==> src/rtl/ilv_pkg.sv <==
package ilv_pkg;

  typedef enum logic {
    MODE_QUAD = 1'b0,
    MODE_DDR  = 1'b1
  } ilv_mode_e;

  // samples per group in either capture style
  localparam int GROUP_LANES = 4;

  localparam logic TAG_Q = 1'b0;
  localparam logic TAG_I = 1'b1;

endpackage

==> src/rtl/ilv_capture.sv <==
module ilv_capture
  import ilv_pkg::*;
#(
  parameter  int SW = 12,
  localparam int GW = GROUP_LANES * SW
) (
  input  logic          clk,
  input  logic          rst_n,
  input  ilv_mode_e     mode,
  input  logic          flush,
  input  logic          in_valid,
  input  logic [SW-1:0] lane_dq,
  input  logic [SW-1:0] lane_di,
  input  logic [SW-1:0] lane_q,
  input  logic [SW-1:0] lane_i,
  output logic          grp_vld,
  output logic [GW-1:0] grp_data
);

  // slot 0 is the earliest sample and sits in the low bits
  function automatic logic [GW-1:0] pack_group(input logic [SW-1:0] s0,
                                               input logic [SW-1:0] s1,
                                               input logic [SW-1:0] s2,
                                               input logic [SW-1:0] s3);
    return {s3, s2, s1, s0};
  endfunction

  logic [SW-1:0] rise_q, rise_i;
  logic [SW-1:0] fall_q, fall_i;
  logic          rise_vld;

  // falling-edge half of a double-rate pair
  always_ff @(negedge clk) begin
    fall_q <= lane_q;
    fall_i <= lane_i;
  end

  always_ff @(posedge clk) begin
    if (!rst_n) begin
      rise_vld <= 1'b0;
      grp_vld  <= 1'b0;
    end else if (flush) begin
      rise_vld <= 1'b0;
      grp_vld  <= 1'b0;
    end else begin
      rise_vld <= in_valid && (mode == MODE_DDR);
      if (mode == MODE_QUAD) grp_vld <= in_valid;
      else                   grp_vld <= rise_vld;
    end
  end

  always_ff @(posedge clk) begin
    rise_q <= lane_q;
    rise_i <= lane_i;
    if (mode == MODE_QUAD) grp_data <= pack_group(lane_dq, lane_di, lane_q, lane_i);
    else                   grp_data <= pack_group(rise_q, rise_i, fall_q, fall_i);
  end

endmodule

==> src/rtl/ilv_group_fifo.sv <==
module ilv_group_fifo #(
  parameter  int W     = 48,
  parameter  int DEPTH = 4,
  localparam int AW    = $clog2(DEPTH),
  localparam int CW    = AW + 1
) (
  input  logic         clk,
  input  logic         rst_n,
  input  logic         flush,
  input  logic         wr_en,
  input  logic [W-1:0] wr_data,
  input  logic         rd_en,
  output logic [W-1:0] rd_data,
  output logic         empty,
  output logic         drop,
  output logic [CW-1:0] fill
);

  function automatic logic [AW-1:0] next_ptr(input logic [AW-1:0] p);
    return (p == AW'(DEPTH - 1)) ? '0 : p + AW'(1);
  endfunction

  logic [W-1:0]  mem [DEPTH];
  logic [AW-1:0] wr_ptr, rd_ptr;
  logic          full, wr_ok, rd_ok;

  assign full    = (fill == CW'(DEPTH));
  assign empty   = (fill == '0);
  assign wr_ok   = wr_en && !full;
  assign rd_ok   = rd_en && !empty;
  assign drop    = wr_en && full;
  assign rd_data = mem[rd_ptr];

  always_ff @(posedge clk) begin
    if (!rst_n || flush) begin
      wr_ptr <= '0;
      rd_ptr <= '0;
      fill   <= '0;
    end else begin
      if (wr_ok) wr_ptr <= next_ptr(wr_ptr);
      if (rd_ok) rd_ptr <= next_ptr(rd_ptr);
      fill <= fill + CW'(wr_ok) - CW'(rd_ok);
    end
  end

  always_ff @(posedge clk) begin
    if (wr_ok) mem[wr_ptr] <= wr_data;
  end

endmodule

==> src/rtl/ilv_serializer.sv <==
module ilv_serializer
  import ilv_pkg::*;
#(
  parameter  int SW = 12,
  localparam int GW = GROUP_LANES * SW,
  localparam int IW = $clog2(GROUP_LANES)
) (
  input  logic          clk,
  input  logic          rst_n,
  input  logic          flush,
  input  logic          grp_avail,
  input  logic [GW-1:0] grp_data,
  output logic          grp_take,
  output logic          out_valid,
  input  logic          out_ready,
  output logic [SW-1:0] out_data,
  output logic          out_tag,
  output logic          fire
);

  function automatic logic [SW-1:0] pick_sample(input logic [GW-1:0] g,
                                                input logic [IW-1:0] i);
    return g[int'(i)*SW +: SW];
  endfunction

  // even slots come from the Q channel, odd slots from I
  function automatic logic lane_tag(input logic [IW-1:0] i);
    return i[0] ? TAG_I : TAG_Q;
  endfunction

  logic          busy;
  logic [IW-1:0] idx;
  logic [GW-1:0] hold;
  logic          last_beat;

  assign fire      = busy && out_ready;
  assign last_beat = (idx == IW'(GROUP_LANES - 1));
  assign grp_take  = !flush && grp_avail && (!busy || (fire && last_beat));
  assign out_valid = busy;
  assign out_data  = pick_sample(hold, idx);
  assign out_tag   = lane_tag(idx);

  always_ff @(posedge clk) begin
    if (!rst_n || flush) begin
      busy <= 1'b0;
      idx  <= '0;
    end else if (grp_take) begin
      busy <= 1'b1;
      idx  <= '0;
    end else if (fire && last_beat) begin
      busy <= 1'b0;
      idx  <= '0;
    end else if (fire) begin
      idx <= idx + IW'(1);
    end
  end

  always_ff @(posedge clk) begin
    if (grp_take) hold <= grp_data;
  end

endmodule

==> src/rtl/ilv_reassembler.sv <==
module ilv_reassembler
  import ilv_pkg::*;
#(
  parameter  int SAMPLE_W   = 12,
  parameter  int FIFO_DEPTH = 4,
  localparam int GROUP_W    = GROUP_LANES * SAMPLE_W,
  localparam int FILL_W     = $clog2(FIFO_DEPTH) + 1
) (
  input  logic                clk,
  input  logic                rst_n,
  input  logic                mode,
  input  logic                in_valid,
  input  logic [SAMPLE_W-1:0] lane_dq,
  input  logic [SAMPLE_W-1:0] lane_di,
  input  logic [SAMPLE_W-1:0] lane_q,
  input  logic [SAMPLE_W-1:0] lane_i,
  output logic                out_valid,
  input  logic                out_ready,
  output logic [SAMPLE_W-1:0] out_data,
  output logic                out_tag,
  output logic                overflow
);

  ilv_mode_e mode_req, mode_q;
  logic      flush_evt, drop_evt, fire_evt;
  logic      grp_vld, grp_take, fifo_empty;
  logic [GROUP_W-1:0] grp_data, fifo_data;
  logic [FILL_W-1:0]  fifo_fill;

  assign mode_req = ilv_mode_e'(mode);

  // the active mode follows the input one edge later; a difference flushes
  always_ff @(posedge clk) mode_q <= mode_req;
  assign flush_evt = rst_n && (mode_req != mode_q);

  ilv_capture #(.SW(SAMPLE_W)) u_cap (
    .clk      (clk),
    .rst_n    (rst_n),
    .mode     (mode_q),
    .flush    (flush_evt),
    .in_valid (in_valid),
    .lane_dq  (lane_dq),
    .lane_di  (lane_di),
    .lane_q   (lane_q),
    .lane_i   (lane_i),
    .grp_vld  (grp_vld),
    .grp_data (grp_data)
  );

  ilv_group_fifo #(.W(GROUP_W), .DEPTH(FIFO_DEPTH)) u_fifo (
    .clk     (clk),
    .rst_n   (rst_n),
    .flush   (flush_evt),
    .wr_en   (grp_vld),
    .wr_data (grp_data),
    .rd_en   (grp_take),
    .rd_data (fifo_data),
    .empty   (fifo_empty),
    .drop    (drop_evt),
    .fill    (fifo_fill)
  );

  ilv_serializer #(.SW(SAMPLE_W)) u_ser (
    .clk       (clk),
    .rst_n     (rst_n),
    .flush     (flush_evt),
    .grp_avail (!fifo_empty),
    .grp_data  (fifo_data),
    .grp_take  (grp_take),
    .out_valid (out_valid),
    .out_ready (out_ready),
    .out_data  (out_data),
    .out_tag   (out_tag),
    .fire      (fire_evt)
  );

  always_ff @(posedge clk) begin
    if (!rst_n)        overflow <= 1'b0;
    else if (drop_evt) overflow <= 1'b1;
  end

endmodule

==> config.mk <==
export PLATFORM = sky130hd
export DESIGN_NAME = ilv_reassembler
export DESIGN_NICKNAME = d
export VERILOG_FILES = /design/src/rtl/ilv_pkg.sv /design/src/rtl/ilv_capture.sv /design/src/rtl/ilv_group_fifo.sv /design/src/rtl/ilv_serializer.sv /design/src/rtl/ilv_reassembler.sv
export SDC_FILE = /design/constraint.sdc
export NUM_CORES = 1
export LEC_CHECK = 0
export BUFFER_PORTS_ARGS = -buffer_cell sky130_fd_sc_hd__buf_4
export CAP_MARGIN = 10
export CORE_ASPECT_RATIO = 0.6
export CORE_MARGIN = 1
export CORE_UTILIZATION = 46
export CTS_BUF_LIST = sky130_fd_sc_hd__clkbuf_8
export DETAILED_ROUTE_END_ITERATION = 6
export PLACE_DENSITY_LB_ADDON = 0.3
export SLEW_MARGIN = 20
export SYNTH_ARGS = -nofsm -noshare
export SYNTH_HDL_FRONTEND = slang
export SYNTH_SLANG_ARGS = --single-unit
==> constraint.sdc <==
create_clock -name clk -period 4.5 [get_ports clk]
set_input_delay 0.9 -clock clk [delete_from_list [all_inputs] [get_ports clk]]
set_output_delay 0.9 -clock clk [all_outputs]
set_load 0.01 [all_outputs]
==> implementation parameters, run 1 <==
Parameter                              Value

Clocking
  Number of H-tree levels ... 2
  Setup repair bufs after CTS ... 0
  Root Buffer Master ... sky130_fd_sc_hd__clkbuf_8
  Clock tree from TritonCTS ... yes
  Number of gates given a new drive strength after cts ... 0
  Skew-Pair Late Insertion Delay ... 590 ps
  Number of buffers added to fix hold violations after cts ... 0
  Clock-pin slew of the registers on the worst-case setup and hold paths ... 70 ps
  Number of CTS-inserted buffers ... 50
  Deepest clock path buffer count ... 3
  Num Clock Sinks ... 350

Detailed routing
  Average wire length per cell after detail routing ... 19.0 microns
  Total via count in the routed design ... 5282
  Sum of routed wire length over all layers ... 19.7 mm
  Drt first-iter violations ... 322
  Remaining number of nets flagged by the antenna check after routing ... 0
  Pre-antenna DRT Iters ... 4
  Number of DRC violations after detailed routing ... 0
  Routed vias/inst ... 5.07

Critical path
  Kind of cell adding the most delay to the critical path ... flip-flops
  Critical path required time ... 4930 ps
  Worst setup EP type ... flop
  Critical-path cell list ... mux2_2
  Type of origin of the critical path ... flop
  Startpoint-to-endpoint class of the critical path ... reg2reg
  Max stage delay on crit path ... 290 ps
  Maximum fanout count along the critical path ... 1
  Data arrival time at the worst-slack endpoint ... 3390 ps
  Crit-path slowest cell ... sky130_fd_sc_hd__dfxtp_1
  Number of buffer and inverter instances along the worst setup path ... 0

Synthesis
  Area share of the leading cell type in the synthesized netlist ... 60.7%
  Syn_nets ... 603
  Largest area contributor in the netlist ... sky130_fd_sc_hd__edfxtp_1
  Primary flip-flop cell chosen by synthesis mapping ... sky130_fd_sc_hd__edfxtp_1
  Share of async-settable or async-resettable flops after synthesis ... 0%
  Unique cell type count in the Yosys netlist ... 38
  EDFF count, synth ... 240
  Mean instance size in the synthesized netlist ... 21.9 sq um
  Register bit count reported by yosys ... 350
  Synth warnings ... 0
  Proportion of synthesized chip area in sequential cells ... 79.3%
  Cell count after synthesis ... 541
  Cell types with the largest area share after synthesis ... sky130_fd_sc_hd__edfxtp_1 (61%), sky130_fd_sc_hd__dfxtp_1 (19%), sky130_fd_sc_hd__mux4_2 (11%)
  Summed instance area of the synthesized netlist ... 0.0119 sq mm

Pwr
  Reported leakage power ... 4.88 nW
  Power density relative to cell area ... 495 mW/mm^2
  Highest ir drop seen on vdd ... 0.000257 V

STA
  Setup TNS Final ... 0 ps
  Final Slew Violations ... 0
  Total count of hold-check failures in the final report ... 0
  Final clock period utilization by the worst path ... 65.9%
  Maximum clock skew at final layout ... 37.1 ps
  Setup repair after global routing missed its margin ... no
  Worst slew margin relative to its limit ... 45.2%
  Hold Slack ... 444 ps
  Clock period minus final worst setup slack ... 2960 ps
  Highest achievable clock rate ... 340 MHz
  Setup violations, final ... 0
  Slew of the pin with the lowest slew margin ... 823 ps

Floorplanning
  Die width ... 209 microns
  Floorplan core area ... 0.0253 sq mm
  Initial cell density of the core ... 46.9%
  IO Pins ... 68
  Die area ... 0.0265 sq mm
  Die Y-Extent ... 126 microns
  Number of core rows ... 45

GRT
  Antenna violations before repair ... 0
  Via count of the first global-routing pass ... 5837
  Overall routing resource usage ... 15.7%
  Pin count of the biggest net entering global routing ... 52
  Global-route wire length before repair ... 31.3 mm
  GRT overflow ... 0

Placement
  Placer Congestion ... 0.721
  Hpwl dp ... 11.3 mm
  Port Buf Inserts ... 67

Job
  Max-cap check violation count ... 0

Outcome
  Status ... finished clean

Finish
  Antenna diode instance count ... 0
  Area growth from synthesis to layout ... 17.0%
  Nets ... 733
  Layout fillers ... 1913
  Layout cells sized above 1 ... 36.8%

Worst hold path
  Class of the most critical hold timing path ... in2reg
## registers in the layout, indices dropped and copies added (netlist names)
signal,count
u_ser.out_valid,1
u_fifo.rd_ptr,2
u_cap.grp_vld,1
u_fifo.mem,192
u_cap.rise_q,12
u_fifo.wr_ptr,2
u_cap.rise_vld,1
u_ser.idx,2
u_ser.hold,48
overflow,1
mode_q,1
u_fifo.fill,3
u_cap.fall_i,12
u_cap.fall_q,12
u_cap.grp_data,48
u_cap.rise_i,12
## metal layers
layer	part of all wire, %	global-route usage [%]	vias up
met3	5.3	4.26	39
met1	45	20.7	2692
met2	48	25.7	123
met5	0	0	-
li1	-	-	2428
met4	1.8	5.10	0
## cell usage after synthesis (2+ instances only)
library cell and count:
sky130_fd_sc_hd__a21oi_1 5, sky130_fd_sc_hd__and3_1 6, sky130_fd_sc_hd__buf_1 3, sky130_fd_sc_hd__buf_2 10, sky130_fd_sc_hd__buf_4 4, sky130_fd_sc_hd__clkbuf_1 2, sky130_fd_sc_hd__dfxtp_1 110, sky130_fd_sc_hd__edfxtp_1 240
sky130_fd_sc_hd__ha_1 8, sky130_fd_sc_hd__inv_1 9, sky130_fd_sc_hd__mux2_2 48, sky130_fd_sc_hd__mux2i_1 2, sky130_fd_sc_hd__mux4_2 59, sky130_fd_sc_hd__nor2_1 5, sky130_fd_sc_hd__nor3_1 3, sky130_fd_sc_hd__o21a_1 2
sky130_fd_sc_hd__o21ai_0 2, sky130_fd_sc_hd__xnor2_1 3
## worst paths after layout
kind | start | endpoint | slack (ps) | depth (start not counted)
setup / recovery | u_cap.fall_q[11] | u_cap.grp_data[35] | 1540 | 1
hold / removal | lane_i[7] | u_cap.rise_i[7] | 440 | 1
setup reg to reg | u_cap.fall_q[11] | u_cap.grp_data[35] | 1540 | 1
hold reg to reg | u_cap.rise_i[11] | u_cap.grp_data[23] | 460 | 1
## cells by family (layout without fill, tap and decap cells)
logic type / after synthesis / count (layout) / synth area share [%]
compound gates: 15 / 15 / 0.833
simple gates: 23 / 23 / 1.14
fa+ha+maj: 9 / 9 / 1.01
flops: 350 / 350 / 79.3
mux: 110 / 110 / 16.1
buf+inv: 31 / 202 / 1.38
xor+xnor: 3 / 3 / 0.221
## report_power, final
part	internal [mW]	leakage, nW	switching (mW)
registers	3.68	3.09	0.0983
clock network	1.42	0.713	1.19
logic	0.258	1.08	0.241
total	5.35	4.88	1.53
## layout make-up
class | instances | area [sq um] | area share (%)
Sequential cell | 350 | 9420 | 67.8
Multi-Input combinational cell | 160 | 2300 | 16.6
Clock buffer | 57 | 785 | 5.65
Timing Repair Buffer | 77 | 598 | 4.31
Tap cell | 329 | 412 | 2.96
Clock inverter | 60 | 344 | 2.48
Inverter | 8 | 30.0 | 0.216
## stage by stage
step	setup WS, ps	instances	area, sq um	power (mW)	util [%]
final	1540	1041	13900	6.87	54.9
after global routing	1440	1041	13900	7.19	54.9
after detailed placement	1110	924	12700	4.38	50.4
after CTS	1490	1040	13900	6.96	54.8
after floorplan	1250	541	11900	4.18	-
after global placement	1120	924	12700	4.35	50.4
## cell usage in the layout, fill, tap and decap left out, drive strengths merged, types with 2 or more instances in the layout
| master | synthesis | final |
|---|---|---|
| nor3 | 3 | 3 |
| clkinv | 0 | 10 |
| mux2 | 48 | 48 |
| nand2 | 2 | 2 |
| clkbuf | 3 | 57 |
| inv | 9 | 47 |
| a21oi | 5 | 5 |
| and3 | 6 | 6 |
| mux2i | 2 | 2 |
| bufinv | 0 | 6 |
| o21ai | 2 | 2 |
| buf | 19 | 77 |
| o21a | 2 | 2 |
| xnor2 | 3 | 3 |
| dfxtp | 110 | 110 |
| nor2 | 5 | 5 |
| clkinvlp | 0 | 5 |
| edfxtp | 240 | 240 |
| mux4 | 60 | 60 |
| ha | 8 | 8 |
Power figures use the tool's default switching activity.
==> inputs of run 2 (changes only) <==
--- a/config.mk
+++ b/config.mk
@@ -5,6 +5,7 @@
 export SDC_FILE = /design/constraint.sdc
 export NUM_CORES = 1
 export LEC_CHECK = 0
+export ABC_AREA = 1
 export BUFFER_PORTS_ARGS = -buffer_cell sky130_fd_sc_hd__buf_4
 export CAP_MARGIN = 10
 export CORE_ASPECT_RATIO = 0.6
==> constraint.sdc (replaced) <==
create_clock -name clk -period 3 [get_ports clk]
set_input_delay 0.6 -clock clk [delete_from_list [all_inputs] [get_ports clk]]
set_output_delay 0.6 -clock clk [all_outputs]
set_load 0.01 [all_outputs]
==> implementation parameters, run 2 <==
Parameter                              Value

Finish
  Most flops, register ... u_fifo.mem
  Final non-filler cell area ... 0.0140 sq mm
  Antenna diode instance count ... 0
  Number of flip-flops in the largest register ... 192
  Footprint of the multi-input gates ... 0.00242 sq mm
  Most frequent cells in the layout ... sky130_fd_sc_hd__edfxtp_1 (240), sky130_fd_sc_hd__nand2_1 (152), sky130_fd_sc_hd__nor2_1 (128)
  Area taken by flip-flops and latches ... 0.00941 sq mm
  Area growth from synthesis to layout ... 15.3%
  Layout cells sized above 1 ... 15.6%
  Nets ... 1099
  Most common cell after layout, fill and taps aside ... sky130_fd_sc_hd__edfxtp_1
  Layout fillers ... 2109
  Top Registers ... u_fifo.mem x192, u_cap.grp_data x48, u_ser.hold x48

Synthesis
  Synth warnings ... 0
  EDFF count, synth ... 240
  Area share of the leading cell type in the synthesized netlist ... 59.2%
  Mean instance size in the synthesized netlist ... 13.1 sq um
  Most numerous cell types in the synthesized netlist ... sky130_fd_sc_hd__edfxtp_1 (240), sky130_fd_sc_hd__nand2_1 (152), sky130_fd_sc_hd__nor2_1 (133), sky130_fd_sc_hd__o21ai_0 (114), sky130_fd_sc_hd__dfxtp_1 (110)
  Unique cell type count in the Yosys netlist ... 30
  Largest area contributor in the netlist ... sky130_fd_sc_hd__edfxtp_1
  Summed instance area of the synthesized netlist ... 0.0122 sq mm
  Register bit count reported by yosys ... 350
  Syn_nets ... 989
  Proportion of synthesized chip area in sequential cells ... 77.3%
  Cell types with the largest area share after synthesis ... sky130_fd_sc_hd__edfxtp_1 (59%), sky130_fd_sc_hd__dfxtp_1 (18%), sky130_fd_sc_hd__o21ai_0 (4.7%)
  Cell count after synthesis ... 927
  Share of async-settable or async-resettable flops after synthesis ... 0%
  Primary flip-flop cell chosen by synthesis mapping ... sky130_fd_sc_hd__edfxtp_1
  Most frequently used cell type in the post-synthesis netlist ... sky130_fd_sc_hd__edfxtp_1

Clocking
  Number of buffers added to fix hold violations after cts ... 0
  Setup repair bufs after CTS ... 0
  Skew-Pair Late Insertion Delay ... 580 ps
  Clock tree from TritonCTS ... yes
  Number of gates given a new drive strength after cts ... 0
  Clock-pin slew of the registers on the worst-case setup and hold paths ... 70 ps
  Root Buffer Master ... sky130_fd_sc_hd__clkbuf_8
  Deepest clock path buffer count ... 3
  Number of H-tree levels ... 2
  Num Clock Sinks ... 350
  Number of CTS-inserted buffers ... 48

Floorplanning
  Die width ... 212 microns
  Number of core rows ... 45
  Initial cell density of the core ... 47.5%
  Die area ... 0.0272 sq mm
  Floorplan core area ... 0.0256 sq mm
  Die Y-Extent ... 128 microns
  IO Pins ... 68

GRT
  Pin count of the biggest net entering global routing ... 55
  Global-route wire length before repair ... 39.1 mm
  Antenna violations before repair ... 0
  GRT overflow ... 0
  Via count of the first global-routing pass ... 6843
  Overall routing resource usage ... 19.2%

STA
  Setup violations, final ... 0
  Highest achievable clock rate ... 383 MHz
  Worst slew margin relative to its limit ... 47.9%
  Final Slew Violations ... 0
  Clock period minus final worst setup slack ... 2610 ps
  Final clock period utilization by the worst path ... 87.0%
  Maximum clock skew at final layout ... 34.2 ps
  Total count of hold-check failures in the final report ... 0
  Setup repair after global routing missed its margin ... no
  Slew of the pin with the lowest slew margin ... 780 ps

Critical path
  Critical path required time ... 2400 ps
  Worst setup EP type ... output port
  Reg-to-reg critical path startpoint ... u_ser.idx[0]
  Crit-path slowest cell ... sky130_fd_sc_hd__inv_1
  Max stage delay on crit path ... 380 ps
  Number of buffer and inverter instances along the worst setup path ... 2
  Capture point of the worst reg-to-reg path ... u_fifo.fill[2]
  Maximum fanout count along the critical path ... 12
  Number of cell instances on the worst register-to-register path ... 11
  Type of origin of the critical path ... flop
  R2R Setup Slk ... 880 ps
  Data arrival time at the worst-slack endpoint ... 2010 ps
  Start point of the critical path ... u_ser.idx[1]
  Critical-path cell list ... inv_1 > o21ai_0 > o22ai_1 > buf_4
  Startpoint-to-endpoint class of the critical path ... reg2out
  Kind of cell adding the most delay to the critical path ... compound AO/OA/AOI/OAI gates

Pwr
  Power density relative to cell area ... 658 mW/mm^2
  Highest ir drop seen on vdd ... 0.000352 V
  Reported leakage power ... 5.37 nW
  Power consumption ... 9.24 mW

Detailed routing
  Sum of routed wire length over all layers ... 24.9 mm
  Drt first-iter violations ... 713
  Number of DRC violations after detailed routing ... 0
  Average wire length per cell after detail routing ... 17.5 microns
  Routed vias/inst ... 4.97
  Pre-antenna DRT Iters ... 5
  Remaining number of nets flagged by the antenna check after routing ... 0
  Total via count in the routed design ... 7091

Placement
  Hpwl dp ... 14.6 mm
  Placer Congestion ... 0.755
  Placed Instance Area ... 0.0131 sq mm
  Port Buf Inserts ... 67

Worst hold path
  Hold path cells ... 1
  Class of the most critical hold timing path ... in2reg
  Worst Hold End ... u_cap.rise_i[7]
  Worst hold start ... lane_i[7]

Job
  Max-cap check violation count ... 0

Outcome
  Status ... finished clean
[run 2: changes by cell type after synthesis, moves of 48 or more]
cell                      before  now
sky130_fd_sc_hd__o21ai_0       2  114
sky130_fd_sc_hd__nor2_1        5  133
sky130_fd_sc_hd__o22ai_1       0   60
sky130_fd_sc_hd__mux2_2       48    0
sky130_fd_sc_hd__mux4_2       59    0
sky130_fd_sc_hd__nand2_1       1  152
[run 2: logic make-up (layout without fill, tap and decap cells)]
logic type                 after synthesis  after routing  synth area share [%]
xor gates and xnor gates                 3              3                 0.216
DFF                                    350            350                  77.3
AOI/OAI and AO/OA                      190            190                  8.60
and+or+nand+nor                        301            301                  9.76
buffers and inverters                   74            222                  3.18
adders and majority gates                9              9                 0.986
[run 2: metal layers]
metal  share of wire (%)  up-vias  track usage (%)
li1                    -     3481                -
met1                  50     3381             29.7
met5                   0        -                0
met2                  42      194             27.1
met3                 6.3       35             4.24
met4                 1.3        0             4.77
[run 2: per-stage QoR]
step / TNS [ps] / setup WS (ps) / hold slack [ps] / utilization [%] / std cells
after CTS: 0 / 402 / 98.3 / 54.8 / 1427
after global placement: 0 / 636 / 412 / 51.1 / 1316
after global routing: 0 / 335 / 114 / 54.8 / 1427
after floorplan: -24360 / -127 / 403 / - / 927
final: 0 / 389 / 143 / 54.8 / 1427
after detailed placement: 0 / 581 / 414 / 51.1 / 1316
[run 2: worst register-to-register path, stage by stage, from the launching register on]
cell and delay (ps):
sky130_fd_sc_hd__dfxtp_1 340, sky130_fd_sc_hd__ha_1 210, sky130_fd_sc_hd__nand3_2 100, sky130_fd_sc_hd__nand2_2 90
sky130_fd_sc_hd__nand2_4 120, sky130_fd_sc_hd__nor2_4 60, sky130_fd_sc_hd__ha_1 270, sky130_fd_sc_hd__inv_1 40
sky130_fd_sc_hd__ha_1 180, sky130_fd_sc_hd__fa_1 380, sky130_fd_sc_hd__xor2_1 170, sky130_fd_sc_hd__nor2_1 50
[run 2: how the worst max path moves through the flow]
stage,endpoint,slack (ps),cells past startpoint
final,out_data[2],390,4
after global routing,out_data[2],340,4
after CTS,out_data[2],400,4
after detailed placement,u_fifo.fill[2],580,11
after global placement,u_fifo.fill[2],640,11
after floorplan,u_fifo.mem[0][0],-130,4
[run 2: cell type report]
class / instances / area share (%)
flip-flops and latches: 350 / 67.0
well taps: 352 / 3.14
multi-input cells: 503 / 17.2
clock inverters: 63 / 2.09
clock buffers: 49 / 4.80
inverters: 24 / 0.677
repair buffers: 86 / 5.04
[run 2: power by group]
part	total [mW]	leakage [nW]	internal [mW]	switching, mW
clock network	3.49	0.666	1.73	1.76
registers	5.40	3.10	5.32	0.0805
logic	0.350	1.61	0.134	0.216
total	9.24	5.37	7.19	2.05
